<file path="src/rtl/intc_pkg.sv">
package intc_pkg;

  // Byte offsets of the register window
  localparam logic [7:0] OFF_IRQ_MASKED = 8'h00;
  localparam logic [7:0] OFF_RAW        = 8'h04;
  localparam logic [7:0] OFF_IRQ_EN_SET = 8'h08;
  localparam logic [7:0] OFF_IRQ_EN_CLR = 8'h0C;
  localparam logic [7:0] OFF_SOFT_SET   = 8'h10;
  localparam logic [7:0] OFF_SOFT_CLR   = 8'h14;
  localparam logic [7:0] OFF_FIQ_MASKED = 8'h20;
  localparam logic [7:0] OFF_RAW_ALT    = 8'h24;
  localparam logic [7:0] OFF_FIQ_EN_SET = 8'h28;
  localparam logic [7:0] OFF_FIQ_EN_CLR = 8'h2C;

  typedef enum logic [2:0] {
    RD_ZERO,
    RD_IRQ_MASKED,
    RD_RAW,
    RD_IRQ_EN,
    RD_FIQ_MASKED,
    RD_FIQ_EN
  } rdSel_e;

  typedef struct packed {
    logic   irqEnSet;
    logic   irqEnClr;
    logic   fiqEnSet;
    logic   fiqEnClr;
    logic   softSet;
    logic   softClr;
    rdSel_e rdSel;
  } strobes_t;

endpackage

</file>
<file path="src/rtl/intc_sync.sv">
module intc_sync #(
  parameter int WIDTH  = 32,
  parameter int STAGES = 2
) (
  input  logic             clk,
  input  logic             rstN,
  input  logic [WIDTH-1:0] din,
  output logic [WIDTH-1:0] dout
);

  logic [WIDTH-1:0] pipe [STAGES];

  for (genvar s = 0; s < STAGES; s++) begin : g_stage
    if (s == 0) begin : g_first
      always_ff @(posedge clk) begin
        if (!rstN) pipe[s] <= '0;
        else       pipe[s] <= din;
      end
    end else begin : g_next
      always_ff @(posedge clk) begin
        if (!rstN) pipe[s] <= '0;
        else       pipe[s] <= pipe[s-1];
      end
    end
  end

  assign dout = pipe[STAGES-1];

endmodule

</file>
<file path="src/rtl/intc_regctl.sv">
module intc_regctl
  import intc_pkg::*;
#(
  parameter int ADDR_W = 8
) (
  input  logic [ADDR_W-1:0] busAddr,
  input  logic              busWe,
  output strobes_t          strb
);

  function automatic logic hit(input logic [ADDR_W-1:0] a, input logic [7:0] off);
    return a == ADDR_W'(off);
  endfunction

  always_comb begin
    strb          = '0;
    strb.irqEnSet = busWe && hit(busAddr, OFF_IRQ_EN_SET);
    strb.irqEnClr = busWe && hit(busAddr, OFF_IRQ_EN_CLR);
    strb.fiqEnSet = busWe && hit(busAddr, OFF_FIQ_EN_SET);
    strb.fiqEnClr = busWe && hit(busAddr, OFF_FIQ_EN_CLR);
    strb.softSet  = busWe && hit(busAddr, OFF_SOFT_SET);
    strb.softClr  = busWe && hit(busAddr, OFF_SOFT_CLR);

    if (hit(busAddr, OFF_IRQ_MASKED))      strb.rdSel = RD_IRQ_MASKED;
    else if (hit(busAddr, OFF_RAW) || hit(busAddr, OFF_RAW_ALT))
                                           strb.rdSel = RD_RAW;
    else if (hit(busAddr, OFF_IRQ_EN_SET)) strb.rdSel = RD_IRQ_EN;
    else if (hit(busAddr, OFF_FIQ_MASKED)) strb.rdSel = RD_FIQ_MASKED;
    else if (hit(busAddr, OFF_FIQ_EN_SET)) strb.rdSel = RD_FIQ_EN;
    else                                   strb.rdSel = RD_ZERO;
  end

endmodule

</file>
<file path="src/rtl/intc_datapath.sv">
module intc_datapath
  import intc_pkg::*;
#(
  parameter int                  NUM_SRC    = 32,
  parameter logic [NUM_SRC-1:0]  VALID_MASK = '1
) (
  input  logic               clk,
  input  logic               rstN,
  input  strobes_t           strb,
  input  logic [NUM_SRC-1:0] wdata,
  input  logic [NUM_SRC-1:0] srcSync,
  output logic [NUM_SRC-1:0] rdata,
  output logic               irqOut,
  output logic               fiqOut
);

  logic [NUM_SRC-1:0] irqEn, fiqEn, softLat;
  logic [NUM_SRC-1:0] rawStat, irqMasked, fiqMasked;

  // Set first, then clear: a bit named by both ends up clear.
  function automatic logic [NUM_SRC-1:0] setClr(
    input logic [NUM_SRC-1:0] cur,
    input logic               doSet,
    input logic               doClr,
    input logic [NUM_SRC-1:0] word
  );
    logic [NUM_SRC-1:0] setBits, clrBits;
    setBits = doSet ? word : '0;
    clrBits = doClr ? word : '0;
    return (cur | setBits) & ~clrBits;
  endfunction

  always_ff @(posedge clk) begin
    if (!rstN) begin
      irqEn   <= '0;
      fiqEn   <= '0;
      softLat <= '0;
      irqOut  <= 1'b0;
      fiqOut  <= 1'b0;
    end else begin
      irqEn   <= setClr(irqEn,   strb.irqEnSet, strb.irqEnClr, wdata);
      fiqEn   <= setClr(fiqEn,   strb.fiqEnSet, strb.fiqEnClr, wdata);
      softLat <= setClr(softLat, strb.softSet,  strb.softClr,  wdata);
      irqOut  <= |irqMasked;
      fiqOut  <= |fiqMasked;
    end
  end

  assign rawStat   = (srcSync | softLat) & VALID_MASK;
  assign irqMasked = rawStat & irqEn;
  assign fiqMasked = rawStat & fiqEn;

  always_comb begin
    unique case (strb.rdSel)
      RD_IRQ_MASKED: rdata = irqMasked;
      RD_RAW:        rdata = rawStat;
      RD_IRQ_EN:     rdata = irqEn;
      RD_FIQ_MASKED: rdata = fiqMasked;
      RD_FIQ_EN:     rdata = fiqEn;
      default:       rdata = '0;
    endcase
  end

endmodule

</file>
<file path="src/rtl/dual_intc.sv">
module dual_intc
  import intc_pkg::*;
#(
  parameter int                 NUM_SRC     = 32,
  parameter int                 ADDR_W      = 8,
  parameter int                 SYNC_STAGES = 2,
  parameter logic [NUM_SRC-1:0] VALID_MASK  = 32'hFFFF_00FF
) (
  input  logic               clk,
  input  logic               rstN,
  input  logic [ADDR_W-1:0]  busAddr,
  input  logic               busWe,
  input  logic [NUM_SRC-1:0] busWdata,
  output logic [NUM_SRC-1:0] busRdata,
  input  logic [NUM_SRC-1:0] srcIn,
  output logic               irqOut,
  output logic               fiqOut
);

  strobes_t           strb;
  logic [NUM_SRC-1:0] srcSync;

  intc_sync #(.WIDTH(NUM_SRC), .STAGES(SYNC_STAGES)) i_sync (
    .clk  (clk),
    .rstN (rstN),
    .din  (srcIn),
    .dout (srcSync)
  );

  intc_regctl #(.ADDR_W(ADDR_W)) i_ctl (
    .busAddr (busAddr),
    .busWe   (busWe),
    .strb    (strb)
  );

  intc_datapath #(.NUM_SRC(NUM_SRC), .VALID_MASK(VALID_MASK)) i_dp (
    .clk     (clk),
    .rstN    (rstN),
    .strb    (strb),
    .wdata   (busWdata),
    .srcSync (srcSync),
    .rdata   (busRdata),
    .irqOut  (irqOut),
    .fiqOut  (fiqOut)
  );

endmodule

</file>
<file path="config.mk">
export PLATFORM = sky130hd
export DESIGN_NAME = dual_intc
export DESIGN_NICKNAME = d
export VERILOG_FILES = /design/src/rtl/intc_pkg.sv /design/src/rtl/intc_sync.sv /design/src/rtl/intc_regctl.sv /design/src/rtl/intc_datapath.sv /design/src/rtl/dual_intc.sv
export SDC_FILE = /design/constraint.sdc
export NUM_CORES = 1
export LEC_CHECK = 0
export ABC_AREA = 1
export CAP_MARGIN = 5
export CORE_ASPECT_RATIO = 1.75
export CORE_MARGIN = 4
export CORE_UTILIZATION = 40
export CTS_BUF_LIST = sky130_fd_sc_hd__clkbuf_16
export CTS_CLUSTER_DIAMETER = 50
export CTS_CLUSTER_SIZE = 14
export DETAILED_ROUTE_END_ITERATION = 6
export DONT_BUFFER_PORTS = 1
export GPL_TIMING_DRIVEN = 0
export MAX_ROUTING_LAYER = met4
export PLACE_DENSITY = 0.62
export SLEW_MARGIN = 20
export SYNTH_ARGS = -nofsm -noshare
export SYNTH_HDL_FRONTEND = slang
export SYNTH_SLANG_ARGS = --single-unit
</file>
<file path="constraint.sdc">
create_clock -name clk -period 1.2 [get_ports clk]
set_input_delay 0 -clock clk [delete_from_list [all_inputs] [get_ports clk]]
set_output_delay 0 -clock clk [all_outputs]
set_load 0.1 [all_outputs]
</file>
# --- Yosys cells after proc, flatten, opt, wreduce, memory -nomap -nowiden ---
# Memories as Yosys holds them, arrays and structs flattened.
# Index checks and enable logic that the tools add are counted.
op_classes:
  add_sub_neg: 0
  mul: 0
  n_div: 0
  n_lt_le_gt_ge: 0
  eq_ne: 14
  n_shift: 0
  n_mux: 16
  bitwise_logic: 14
  n_reduce_logical: 10
op_table:
  columns: ["cell", "count"]
  rows:
  - ["32-bit 2-to-1 mux", 8]
  - ["32-bit bitwise AND", 5]
  - ["32-bit case mux with 5 select lines", 1]
  - ["32-bit bitwise OR", 4]
  - ["32-bit NOT", 3]
  - ["32-bit OR reduction", 2]
  - ["8-bit by 6-bit == test with 1-bit output, second input constant", 4]
  - ["8-bit by 4-bit == test with 1-bit output, second input constant", 2]
  - ["8-bit by 5-bit == test with 1-bit output, second input constant", 2]
  - ["3-bit 2-to-1 mux", 5]
  - ["8-bit by 3-bit == test with 1-bit output, second input constant", 1]
  - ["8-bit zero test", 1]
  - ["3-bit by 2-bit == test with 1-bit output, second input constant", 2]
  - ["3-bit == test, second input constant", 2]
  - ["1-bit logical AND", 6]
  - ["3-bit by 1-bit == test with 1-bit output, second input constant", 1]
  - ["1-bit 2-to-1 mux", 2]
  - ["1-bit bitwise OR", 2]
  - ["1-bit logical OR", 1]
totals:
  regBits: 98
  latch_bits: 0
  ramBits: 64
  rom_bits: 0
  out_inout_bits: 34
  wordCells: 60
  memories: 1
memory_table:
  columns: ["memory", "depth", "word_bits", "read_ports", "rd_clocked_by_memory_dff", "write_ports", "line_no", "text"]
  rows:
  - ["i_sync.pipe", 2, 32, 2, 0, 2, "intc_sync.sv:11", "logic [WIDTH-1:0] pipe [STAGES];"]

# --- Depth between registers and ports, before layout ---
# Gate-level depths: netlist of the first run.
logic_depth:
  word_depth: 8
  mapped_depth: 9

# --- Cells and area by module ---
# A second synthesis of the first run with hierarchy kept.
hier_totals:
  hier_cells: 815
  hier_area_um2: 6586.3
by_module_without_submodules:
  columns: ["module", "instances", "cells_each", "area_each_um2", "seq_area_each_um2"]
  rows:
  - ["intc_datapath", 1, 572, 4541.9, 1801.7]
  - ["intc_sync", 1, 199, 1840.5, 1281.2]
  - ["intc_regctl", 1, 44, 203.9, 0.0]

# --- Worst setup path after synthesis of the first run ---
# Ideal clock, no wire load.
synth_path:
  kind: "input-to-output"
  start: "input busAddr[1]"
  end: "output busRdata[10]"
  t_arrival_ns: 2.052
  path_slack_ns: -0.852
  stages: 5
  n_path_buf: 0
  path_cell_list: "nor2_4 nand2_4 nor2_4 nand2_1 o22ai_1"
synth_between:
  elab_chain_cells: 8
  word_cells_on_any_way: 18
synth_lines:
  columns: ["element", "line_no", "text"]
  rows:
  - ["start, declared", "dual_intc.sv:11", "input logic [ADDR_W-1:0] busAddr,"]
  - ["8-bit by 6-bit == test with 1-bit output", "intc_regctl.sv:12", "return a == ADDR_W'(off);"]
  - ["3-bit 2-to-1 mux", "intc_regctl.sv:29", "else if (hit(busAddr, OFF_FIQ_EN_SET)) strb.rdSel = RD_FIQ_EN;"]
  - ["3-bit 2-to-1 mux", "intc_regctl.sv:28", "else if (hit(busAddr, OFF_FIQ_MASKED)) strb.rdSel = RD_FIQ_MASKED;"]
  - ["3-bit 2-to-1 mux", "intc_regctl.sv:27", "else if (hit(busAddr, OFF_IRQ_EN_SET)) strb.rdSel = RD_IRQ_EN;"]
  - ["3-bit 2-to-1 mux", "intc_regctl.sv:25", "else if (hit(busAddr, OFF_RAW) || hit(busAddr, OFF_RAW_ALT))"]
  - ["3-bit 2-to-1 mux *", "intc_regctl.sv:24", "if (hit(busAddr, OFF_IRQ_MASKED)) strb.rdSel = RD_IRQ_MASKED;"]
  - ["3-bit == test, or another cell as far along", "intc_datapath.sv:54", "unique case (strb.rdSel)"]
  - ["32-bit case mux with 5 select lines *", "intc_datapath.sv:54", null]
  - ["end, declared", "dual_intc.sv:14", "output logic [NUM_SRC-1:0] busRdata,"]
# Mark *: on every way between the ends. The rest lies on a longest branch, timed or not.

# --- Worst setup path in the final report of the first run ---
layout_path:
  start: "register i_dp.softLat[22]"
  end: "output busRdata[22]"
layout_between:
  elab_chain_cells: 3
  word_cells_on_any_way: 4
layout_lines:
  columns: ["element", "line_no", "text"]
  rows:
  - ["start, declared", "intc_datapath.sv:17", "logic [NUM_SRC-1:0] irqEn, fiqEn, softLat;"]
  - ["start signal, assigned", "intc_datapath.sv:43", "softLat <= setClr(softLat, strb.softSet, strb.softClr, wdata);"]
  - ["32-bit bitwise OR *", "intc_datapath.sv:49", "assign rawStat = (srcSync | softLat) & VALID_MASK;"]
  - ["32-bit bitwise AND (on tied branches)", "intc_datapath.sv:51, intc_datapath.sv:50", null]
  - ["32-bit case mux with 5 select lines *", "intc_datapath.sv:54", null]
# Marked as above.

==> results of run 1 <==
==> per-layer routing <==
layer,global-route usage,share of wire
met5,-,0
met1,0.255,0.36
met3,0.0482,0.059
met4,0.169,0.057
met2,0.459,0.52
==> power groups by stage <==
stage / Sequential, mW / Clock (mW) / Combinational [mW]
2_1_floorplan: 4.78 / 0 / 0.357
3_3_place_gp: 4.78 / 0 / 0.487
3_5_place_dp: 4.78 / 0 / 0.498
4_1_cts: 4.69 / 5.77 / 0.772
5_1_grt: 4.70 / 5.93 / 0.894
6_report: 4.69 / 5.69 / 0.816
==> layout make-up <==
class                      count  share of cell area
inverter                     203              0.0790
tap                          189              0.0243
clock inverter                14              0.0212
multi-input combinational    582               0.344
buffer                        48              0.0281
clock buffer                  17              0.0437
sequential                   138               0.289
antenna                        1            0.000257
timing repair buffer         144               0.171
==> what timing repair did <==
item | in CTS | in global routing
hold buffers | 61 | 0
pin swaps | 68 | 74
hold endpoints to repair | 112 | 0
setup endpoints to repair | 36 | 34
gates resized for setup | 136 | 97
buffers inserted | 45 | 26
==> Yosys cell counts <==
master / number
sky130_fd_sc_hd__nand2_1: 224
sky130_fd_sc_hd__inv_1: 194
sky130_fd_sc_hd__dfxtp_1: 138
sky130_fd_sc_hd__a21oi_1: 92
sky130_fd_sc_hd__nand3_1: 81
sky130_fd_sc_hd__o21ai_1: 68
sky130_fd_sc_hd__o21ai_0: 26
sky130_fd_sc_hd__nand4_1: 25
sky130_fd_sc_hd__buf_2: 24
sky130_fd_sc_hd__o211ai_1: 22
sky130_fd_sc_hd__nor2_1: 21
sky130_fd_sc_hd__clkbuf_1: 19
sky130_fd_sc_hd__inv_2: 8
sky130_fd_sc_hd__o22ai_1: 8
sky130_fd_sc_hd__nor2_2: 4
sky130_fd_sc_hd__nor2_4: 4
sky130_fd_sc_hd__buf_6: 3
sky130_fd_sc_hd__nand2_4: 2
sky130_fd_sc_hd__nor2_8: 2
sky130_fd_sc_hd__buf_1: 1
sky130_fd_sc_hd__buf_4: 1
sky130_fd_sc_hd__inv_4: 1
sky130_fd_sc_hd__nand2_2: 1
sky130_fd_sc_hd__nand3_2: 1
sky130_fd_sc_hd__or2_2: 1
==> sequential cells by signal, indices dropped and copies added, names as in the netlist <==
signal,count
i_sync.pipe,48
i_dp.fiqOut,1
i_dp.fiqEn,32
i_dp.irqEn,32
i_dp.irqOut,1
i_dp.softLat,24
==> through the flow <==
step                      hold slack (ns)  instances  total power, mW  setup slack [ns]
after floorplan                    0.0976        971             5.14            -0.408
after global placement             0.0981       1160             5.27            -0.588
after detailed placement            0.102       1182             5.28            -0.438
after CTS                          0.0187       1315             11.2            -0.493
after global routing               0.0370       1336             11.5            -0.475
final                              0.0203       1336             11.2            -0.434
==> kinds of logic after synthesis <==
| logic type | after synthesis | share of synthesized area |
|---|---|---|
| flops | 138 | 0.422 |
| simple gates | 366 | 0.250 |
| buf+inv | 251 | 0.153 |
| compound gates | 216 | 0.175 |
==> final timing paths <==
kind	slack (ns)	endpoint	depth (start not counted)	start
hold / removal	0.02	i_dp.irqEn[1]	3	busWe
setup reg to reg	-0.07	i_dp.irqOut	10	i_dp.softLat[1]
hold reg to reg	0.41	i_sync.pipe[1][21]	2	i_sync.pipe[0][21]
setup / recovery	-0.43	busRdata[22]	4	i_dp.softLat[22]
==> worst register-to-register path, stage by stage, from the launching register on <==
cell	delay, ns
sky130_fd_sc_hd__dfxtp_2	0.31
sky130_fd_sc_hd__inv_2	0.07
sky130_fd_sc_hd__nand2_4	0.06
sky130_fd_sc_hd__buf_4	0.13
sky130_fd_sc_hd__buf_4	0.13
sky130_fd_sc_hd__nand2_1	0.06
sky130_fd_sc_hd__nand2_2	0.06
sky130_fd_sc_hd__nor2_4	0.10
sky130_fd_sc_hd__nand2_1	0.08
sky130_fd_sc_hd__nor2_2	0.10
sky130_fd_sc_hd__a21oi_2	0.07
==> reports/results.ini, run 1 <==
[worst_setup_path]
critPathBufInv=1
cp_data_required_time_ns=1.20
timing.critical_path.slowest_cell_delay_ns=0.31
critical_path.top_delay_family=simple AND/OR/NAND/NOR gates
critPathLaunchType=register
crit_chain=or2_4 > o211ai_1 > nand4_1 > clkbuf_16
timing.setup.critical_path_class=reg -> out
critPathSlowestCell=sky130_fd_sc_hd__dfxtp_2
path_max_fanout=4
worst_setup_path_end_kind=output port
critical_path_arrival_ns=1.63

[placement]
number_of_port_buffers=0
placedInstanceArea_um2=7630
dpl.hpwl_mm=15.3
gp_congestion=0.902

[final_layout]
multi_input_comb_area_um2=3350
nets=1209
filler_cell_count=1394
layout_common_cells=sky130_fd_sc_hd__nand2_1, sky130_fd_sc_hd__inv_1, sky130_fd_sc_hd__dfxtp_1
layout.cells.most_common=sky130_fd_sc_hd__nand2_1
regArea_um2=2810
layout.cell_area.non_filler_um2=9740
final_util=0.610
final_layout_size_suffix_gt1_frac=0.302
synthToLayoutAreaGrowth_pct=48.7

[sta]
min_period_over_period=1.36
final_period_minus_worst_setup_slack_ns=1.63
timing_worst_slew_pin_value_ns=0.754
hold_viol=0
max-slew-margin-rel=0.510
postLayoutSetupSlackWorst_ns=-0.434
unrepaired_setup_endpoints_after_global_routing=true
setup_violations=34
achievable-frequency_mhz=612
slew_viol_final=0
final.setup.tns_ns=-7.94
clock_skew_ns=0.00545

[synthesis]
synthDominantAreaCellType=sky130_fd_sc_hd__dfxtp_1
syn-cell-area_um2=6550
syn_inst=971
syn-mean-instance-area_um2=6.74
ys_seq_elements=138
synth.top_cell.area_share=0.422
syn-num-nets=1046
netlist_top_cells_area=sky130_fd_sc_hd__dfxtp_1, sky130_fd_sc_hd__nand2_1, sky130_fd_sc_hd__inv_1
synth.yosys.warnings=0
sequential_area_share_after_synthesis=0.422
yosys.cell_types.count=25

[grt]
first_global_vias=6991
grt_remaining_overflow=0
number_of_antenna_violations_at_the_first_check_in_global_routing=1
grt_start_max_net_pins=17
grt_first_pass_wirelength_mm=35.9
grt_usage=0.258

[job]
drv.max_cap_violation_count=0

[floorplanning]
dieWidth_um=105
floorplan.initialDensity=0.410
core_area_um2=16000
fp.dieH_um=177
floorplan.rows=61
design.portCount=109
die_area_um2=18600

[drt]
antenna_left=0
detailed_routing_iteration_count_for_the_pre_antenna_repair_pass=5
avgViaCountPerCell=5.23
wl_per_cell_um=17.3
vias=6986
totalWireLength_mm=23.1
drc_violations_left=0
first_iter_violations=397

[clock_tree]
clock_tree.htree_level_count=4
cts_bufs_inserted=17
clockRootBuffer=sky130_fd_sc_hd__clkbuf_16
cts_num_sinks=138
clock_pin_slew_reported_for_the_worst_setup_and_hold_paths_after_clock_tree_synthesis_ns=0.06
clock_tree_from_tritoncts=built
worst_skew_pair_latency_ns=0.43
cts_max_path_buffers=2

[min_path]
min_path_type=in -> reg

[power]
seqPwrFrac=0.419
worst_ir_drop_vdd_mv=0.871
clock_power_share=0.508
powerDensity_nw_per_um2=1150
p_int_mw=8.64
netSwitchingFraction=0.229
netSwitchingPower_mw=2.56
combinationalPowerShare=0.073
total_leakage_power_nw=4.19

[run_status]
failed_checks=negative setup slack
outcome=finished with violations

Power figures use the tool's default switching activity.
==> inputs of run 2 (changes only) <==
--- a/config.mk
+++ b/config.mk
@@ -18,6 +18,7 @@
 export GPL_TIMING_DRIVEN = 0
 export MAX_ROUTING_LAYER = met4
 export PLACE_DENSITY = 0.62
+export REMOVE_ABC_BUFFERS = 1
 export SLEW_MARGIN = 20
 export SYNTH_ARGS = -nofsm -noshare
 export SYNTH_HDL_FRONTEND = slang
==> constraint.sdc (replaced) <==
create_clock -name clk -period 1.2 [get_ports clk]
set_input_delay 0.12 -clock clk [delete_from_list [all_inputs] [get_ports clk]]
set_output_delay 0.12 -clock clk [all_outputs]
set_load 0.1 [all_outputs]
==> reports/results.ini, run 2 (synthesized netlist as in run 1, its figures left out) <==
[sta]
min_period_over_period=1.39
setup_violations=35
achievable-frequency_mhz=598
final_period_minus_worst_setup_slack_ns=1.67
postLayoutSetupSlackWorst_ns=-0.473
unrepaired_setup_endpoints_after_global_routing=true
fin_hold_ws_ns=-0.157
final.setup.tns_ns=-13.45
hold_viol=86
timing_worst_slew_pin_value_ns=0.761
slew_viol_final=0
clock_skew_ns=0.00813
max-slew-margin-rel=0.506

[worst_setup_path]
critical_path_arrival_ns=1.55
crit_end=busRdata[2]
timing.setup.critical_path_class=in -> out
worst_setup_path_end_kind=output port
ff_to_ff_start=i_dp.softLat[30]
critPathLaunchType=input pin
cp_data_required_time_ns=1.08
ff2ff_setup_slack_ns=-0.03
path_max_fanout=11
regToRegEndpoint=i_dp.fiqOut
rr_worst_depth=10
startpoint=busAddr[6]

[power]
clock_power_share=0.527
netSwitchingPower_mw=2.67
worst_ir_drop_vdd_mv=0.887
total_leakage_power_nw=4.21
powerDensity_nw_per_um2=1140
combinationalPowerShare=0.072
p_int_mw=9.02
netSwitchingFraction=0.228
power_mw=11.7
seqPwrFrac=0.401

[grt]
first_global_vias=7037
grt_start_max_net_pins=138
number_of_antenna_violations_at_the_first_check_in_global_routing=0
grt_remaining_overflow=0
grt_first_pass_wirelength_mm=36.1
grt_usage=0.254

[clock_tree]
cts_hold_repair.buffers=105
cts_max_path_buffers=2
cts_num_sinks=138
clock_tree_from_tritoncts=built
clock_tree.htree_level_count=4
worst_skew_pair_latency_ns=0.42
cts_bufs_inserted=17
clock_pin_slew_reported_for_the_worst_setup_and_hold_paths_after_clock_tree_synthesis_ns=0.07
clockRootBuffer=sky130_fd_sc_hd__clkbuf_16

[drt]
totalWireLength_mm=23.6
first_iter_violations=329
drc_violations_left=0
vias=7179
detailed_routing_iteration_count_for_the_pre_antenna_repair_pass=5
antenna_left=0
avgViaCountPerCell=5.31
wl_per_cell_um=17.4

[final_layout]
final_util=0.645
number_of_flip_flops_under_the_largest_register_name=48
layout.cells.most_common=sky130_fd_sc_hd__nand2_1
layout.cell_area.non_filler_um2=10300
largest-register=i_sync.pipe
layout_common_cells=sky130_fd_sc_hd__nand2_1, sky130_fd_sc_hd__inv_1, sky130_fd_sc_hd__dfxtp_1
synthToLayoutAreaGrowth_pct=57.2
filler_cell_count=1273
final_layout_size_suffix_gt1_frac=0.261
num_antenna_cells=0
reg_top3=i_sync.pipe (48), i_dp.fiqEn (32), i_dp.irqEn (32)
nets=1225

[floorplanning]
floorplan.rows=61
dieWidth_um=105
die_area_um2=18600
design.portCount=109
core_area_um2=16000
fp.dieH_um=177
floorplan.initialDensity=0.410

[placement]
number_of_port_buffers=0
preCtsSetupSlack_ns=-1.48
placedInstanceArea_um2=7230
gp_congestion=0.795
dpl.hpwl_mm=11.5

[run_status]
failed_checks=negative hold slack, negative setup slack
outcome=finished with violations

[job]
drv.max_cap_violation_count=0

[min_path]
min_path_type=in -> reg

## run 2: cell types whose count changed in the layout (fill, tap and decap cells not counted), sizes merged, moves of 6 or more
cell         delta
buf            -18
clkbuf         -23
dlygate4sd3    +44
inv             +8
nor2            +6
## run 2: worst min path at each step
stage	startpoint	endpoint	slack, ns	cells after the start
floorplan	rstN	i_sync.pipe[0][0]	0.21	2
global placement	srcIn[2]	i_sync.pipe[0][2]	0.22	2
detailed placement	srcIn[28]	i_sync.pipe[0][28]	0.22	2
CTS	rstN	i_dp.fiqEn[12]	-0.16	2
global route	rstN	i_dp.softLat[23]	-0.14	2
finish	rstN	i_dp.irqEn[8]	-0.16	2
## run 2: per-layer routing
| layer | wire length [µm] | GRT usage | up-vias |
|---|---|---|---|
| li1 | - | - | 3463 |
| met1 | 8400 | 0.260 | 3323 |
| met2 | 12300 | 0.454 | 280 |
| met3 | 1370 | 0.0442 | 113 |
| met4 | 1460 | 0.151 | 0 |
| met5 | 0 | - | - |
## run 2: cell type report
type,instances,area (µm²),area share
well taps,189,236,0.0230
clock inverters,15,258,0.0251
inverters,203,805,0.0782
repair inverters,4,42.5,0.00413
clock buffers,17,425,0.0413
repair buffers,195,2240,0.218
multi-input cells,591,3490,0.339
flip-flops and latches,138,2790,0.271
## run 2: per-stage QoR
stage / hold WS [ns] / cells
2_1_floorplan: 0.213 / 923
4_1_cts: -0.161 / 1330
3_3_place_gp: 0.218 / 1112
3_5_place_dp: 0.223 / 1136
5_1_grt: -0.138 / 1352
6_report: -0.157 / 1352
## run 2: worst max-delay path, stage by stage
cell and delay [ns]:
sky130_fd_sc_hd__nor2_4 0.22, sky130_fd_sc_hd__nand2_4 0.10, sky130_fd_sc_hd__nor2_4 0.17, sky130_fd_sc_hd__buf_6 0.13, sky130_fd_sc_hd__inv_6 0.04, sky130_fd_sc_hd__nor2_4 0.11, sky130_fd_sc_hd__buf_12 0.15, sky130_fd_sc_hd__nand3_1 0.07
sky130_fd_sc_hd__nand4_1 0.19, sky130_fd_sc_hd__clkbuf_16 0.24
## run 2: power by group through the flow
stage / Sequential [mW] / Clock, mW / Combinational [mW]
floorplan: 4.78 / 0 / 0.275
global placement: 4.78 / 0 / 0.332
detailed placement: 4.78 / 0 / 0.350
CTS: 4.68 / 6.23 / 0.762
global route: 4.69 / 6.41 / 0.918
finish: 4.68 / 6.16 / 0.842
## run 2: timing repair
action | CTS | global route
pin swaps | 78 | 81
endpoints found under the setup margin | 122 | 98
gates resized for setup | 127 | 121
buffers inserted | 47 | 20
hold endpoints to repair | 138 | 87
cloned | 10 | 3
==> inputs of run 3 (changes only) <==
--- a/config.mk
+++ b/config.mk
@@ -9,16 +9,18 @@
 export CAP_MARGIN = 5
 export CORE_ASPECT_RATIO = 1.75
 export CORE_MARGIN = 4
-export CORE_UTILIZATION = 40
+export CORE_UTILIZATION = 46
 export CTS_BUF_LIST = sky130_fd_sc_hd__clkbuf_16
 export CTS_CLUSTER_DIAMETER = 50
 export CTS_CLUSTER_SIZE = 14
 export DETAILED_ROUTE_END_ITERATION = 6
 export DONT_BUFFER_PORTS = 1
 export GPL_TIMING_DRIVEN = 0
+export HOLD_SLACK_MARGIN = 0.03
 export MAX_ROUTING_LAYER = met4
-export PLACE_DENSITY = 0.62
+export PLACE_DENSITY = 0.69
 export REMOVE_ABC_BUFFERS = 1
+export SKIP_CTS_REPAIR_TIMING = 1
 export SLEW_MARGIN = 20
 export SYNTH_ARGS = -nofsm -noshare
 export SYNTH_HDL_FRONTEND = slang
==> reports/results.ini, run 3 (synthesized netlist as in run 1, its figures left out) <==
[sta]
setup_violations=59
unrepaired_setup_endpoints_after_global_routing=true
final_period_minus_worst_setup_slack_ns=1.74
final.setup.tns_ns=-14.36
fin_hold_ws_ns=-0.143
achievable-frequency_mhz=574
max-slew-margin-rel=0.411
clock_skew_ns=0.00765
slew_viol_final=0
postLayoutSetupSlackWorst_ns=-0.543
timing_worst_slew_pin_value_ns=0.883
min_period_over_period=1.45
hold_viol=42

[final_layout]
layout.cells.most_common=sky130_fd_sc_hd__nand2_1
reg_top3=i_sync.pipe (48), i_dp.fiqEn (32), i_dp.irqEn (32)
synthToLayoutAreaGrowth_pct=51.8
largest-register=i_sync.pipe
final_layout_size_suffix_gt1_frac=0.235
number_of_flip_flops_under_the_largest_register_name=48
num_antenna_cells=0
layout.cell_area.non_filler_um2=9940
layout_common_cells=sky130_fd_sc_hd__nand2_1, sky130_fd_sc_hd__inv_1, sky130_fd_sc_hd__dfxtp_1
nets=1209
final_util=0.714
filler_cell_count=1012

[floorplanning]
fp.dieH_um=166
core_area_um2=13900
floorplan.initialDensity=0.471
dieWidth_um=98.2
design.portCount=109
floorplan.rows=57
die_area_um2=16300

[worst_setup_path]
critical_path_arrival_ns=1.62
rr_worst_depth=6
ff_to_ff_start=i_sync.pipe[1][24]
critPathLaunchType=register
timing.setup.critical_path_class=reg -> out
worst_setup_path_end_kind=output port
ff2ff_setup_slack_ns=-0.08
regToRegEndpoint=i_dp.irqOut
path_max_fanout=2
cp_data_required_time_ns=1.08

[clock_tree]
cts_bufs_inserted=17
clock_pin_slew_reported_for_the_worst_setup_and_hold_paths_after_clock_tree_synthesis_ns=0.06
clock_tree_from_tritoncts=built
cts_num_sinks=138
worst_skew_pair_latency_ns=0.42
clock_tree.htree_level_count=4
clockRootBuffer=sky130_fd_sc_hd__clkbuf_16
cts_max_path_buffers=2

[min_path]
timing.hold.worst_endpoint=i_dp.fiqEn[28]
min_path_type=in -> reg
holdPathStages=2
min_delay_src=rstN

[power]
total_leakage_power_nw=4.08
power_mw=11.0
worst_ir_drop_vdd_mv=0.930
p_int_mw=8.50
powerDensity_nw_per_um2=1110
clock_power_share=0.498
seqPwrFrac=0.427
netSwitchingFraction=0.227
combinationalPowerShare=0.075
netSwitchingPower_mw=2.50

[drt]
avgViaCountPerCell=5.57
antenna_left=0
drc_violations_left=0
wl_per_cell_um=18.6
totalWireLength_mm=24.6
detailed_routing_iteration_count_for_the_pre_antenna_repair_pass=6
first_iter_violations=615
vias=7379

[grt]
grt_remaining_overflow=0
number_of_antenna_violations_at_the_first_check_in_global_routing=0
grt_start_max_net_pins=138
first_global_vias=6052
grt_usage=0.233
grt_first_pass_wirelength_mm=29.6

[placement]
preCtsSetupSlack_ns=-1.44
number_of_port_buffers=0
gp_congestion=0.821
placedInstanceArea_um2=7200
dpl.hpwl_mm=11.4

[run_status]
outcome=finished with violations
failed_checks=negative hold slack, negative setup slack

[job]
drv.max_cap_violation_count=0

-- run 3: layout make-up --
type | count | area (µm²) | share of cell area
Tap cell | 177 | 221 | 0.0223
Clock inverter | 15 | 181 | 0.0183
Clock buffer | 17 | 425 | 0.0428
Inverter | 203 | 785 | 0.0790
Sequential cell | 138 | 2790 | 0.281
Timing Repair Buffer | 183 | 2140 | 0.215
Timing Repair inverter | 1 | 5.00 | 0.000504
Multi-Input combinational cell | 590 | 3390 | 0.341
-- run 3: metrics by stage --
stage          hold WS (ns)  std cells
2_1_floorplan         0.213        923
3_3_place_gp          0.218       1100
3_5_place_dp          0.221       1124
4_1_cts              -0.210       1156
5_1_grt              -0.123       1324
6_report             -0.143       1324
-- run 3: worst max-delay path, stage by stage, from the launching register on --
cell	delay [ns]
sky130_fd_sc_hd__dfxtp_1	0.37
sky130_fd_sc_hd__inv_2	0.07
sky130_fd_sc_hd__a21oi_1	0.27
sky130_fd_sc_hd__nand2_1	0.11
sky130_fd_sc_hd__nand4_1	0.16
sky130_fd_sc_hd__clkbuf_16	0.24
-- run 3: power by group through the flow --
| stage | logic (mW) | clock network [mW] | registers, mW |
|---|---|---|---|
| after detailed placement | 0.350 | 0 | 4.78 |
| after global routing | 0.906 | 5.70 | 4.69 |
| after floorplan | 0.275 | 0 | 4.78 |
| after global placement | 0.329 | 0 | 4.78 |
| final | 0.828 | 5.48 | 4.69 |
| after CTS | 0.353 | 5.49 | 4.68 |
-- run 3: worst max-delay path by stage --
stage                       start              to  slack, ns  cells past startpoint
5_1_grt        i_sync.pipe[1][22]    busRdata[22]      -0.54                      4
3_3_place_gp           busAddr[7]  i_dp.fiqEn[31]      -2.54                      6
2_1_floorplan          busAddr[1]    busRdata[10]      -1.37                      5
6_report       i_sync.pipe[1][24]    busRdata[24]      -0.54                      5
4_1_cts                busAddr[7]    busRdata[14]      -1.45                      5
3_5_place_dp           busAddr[7]    busRdata[14]      -1.44                      5
-- run 3: layer usage --
layer	track usage	share of wire	vias to the layer above
li1	-	-	3422
met1	0.246	0.34	3403
met2	0.414	0.51	399
met5	-	0	-
met3	0.0471	0.075	155
met4	0.100	0.070	0
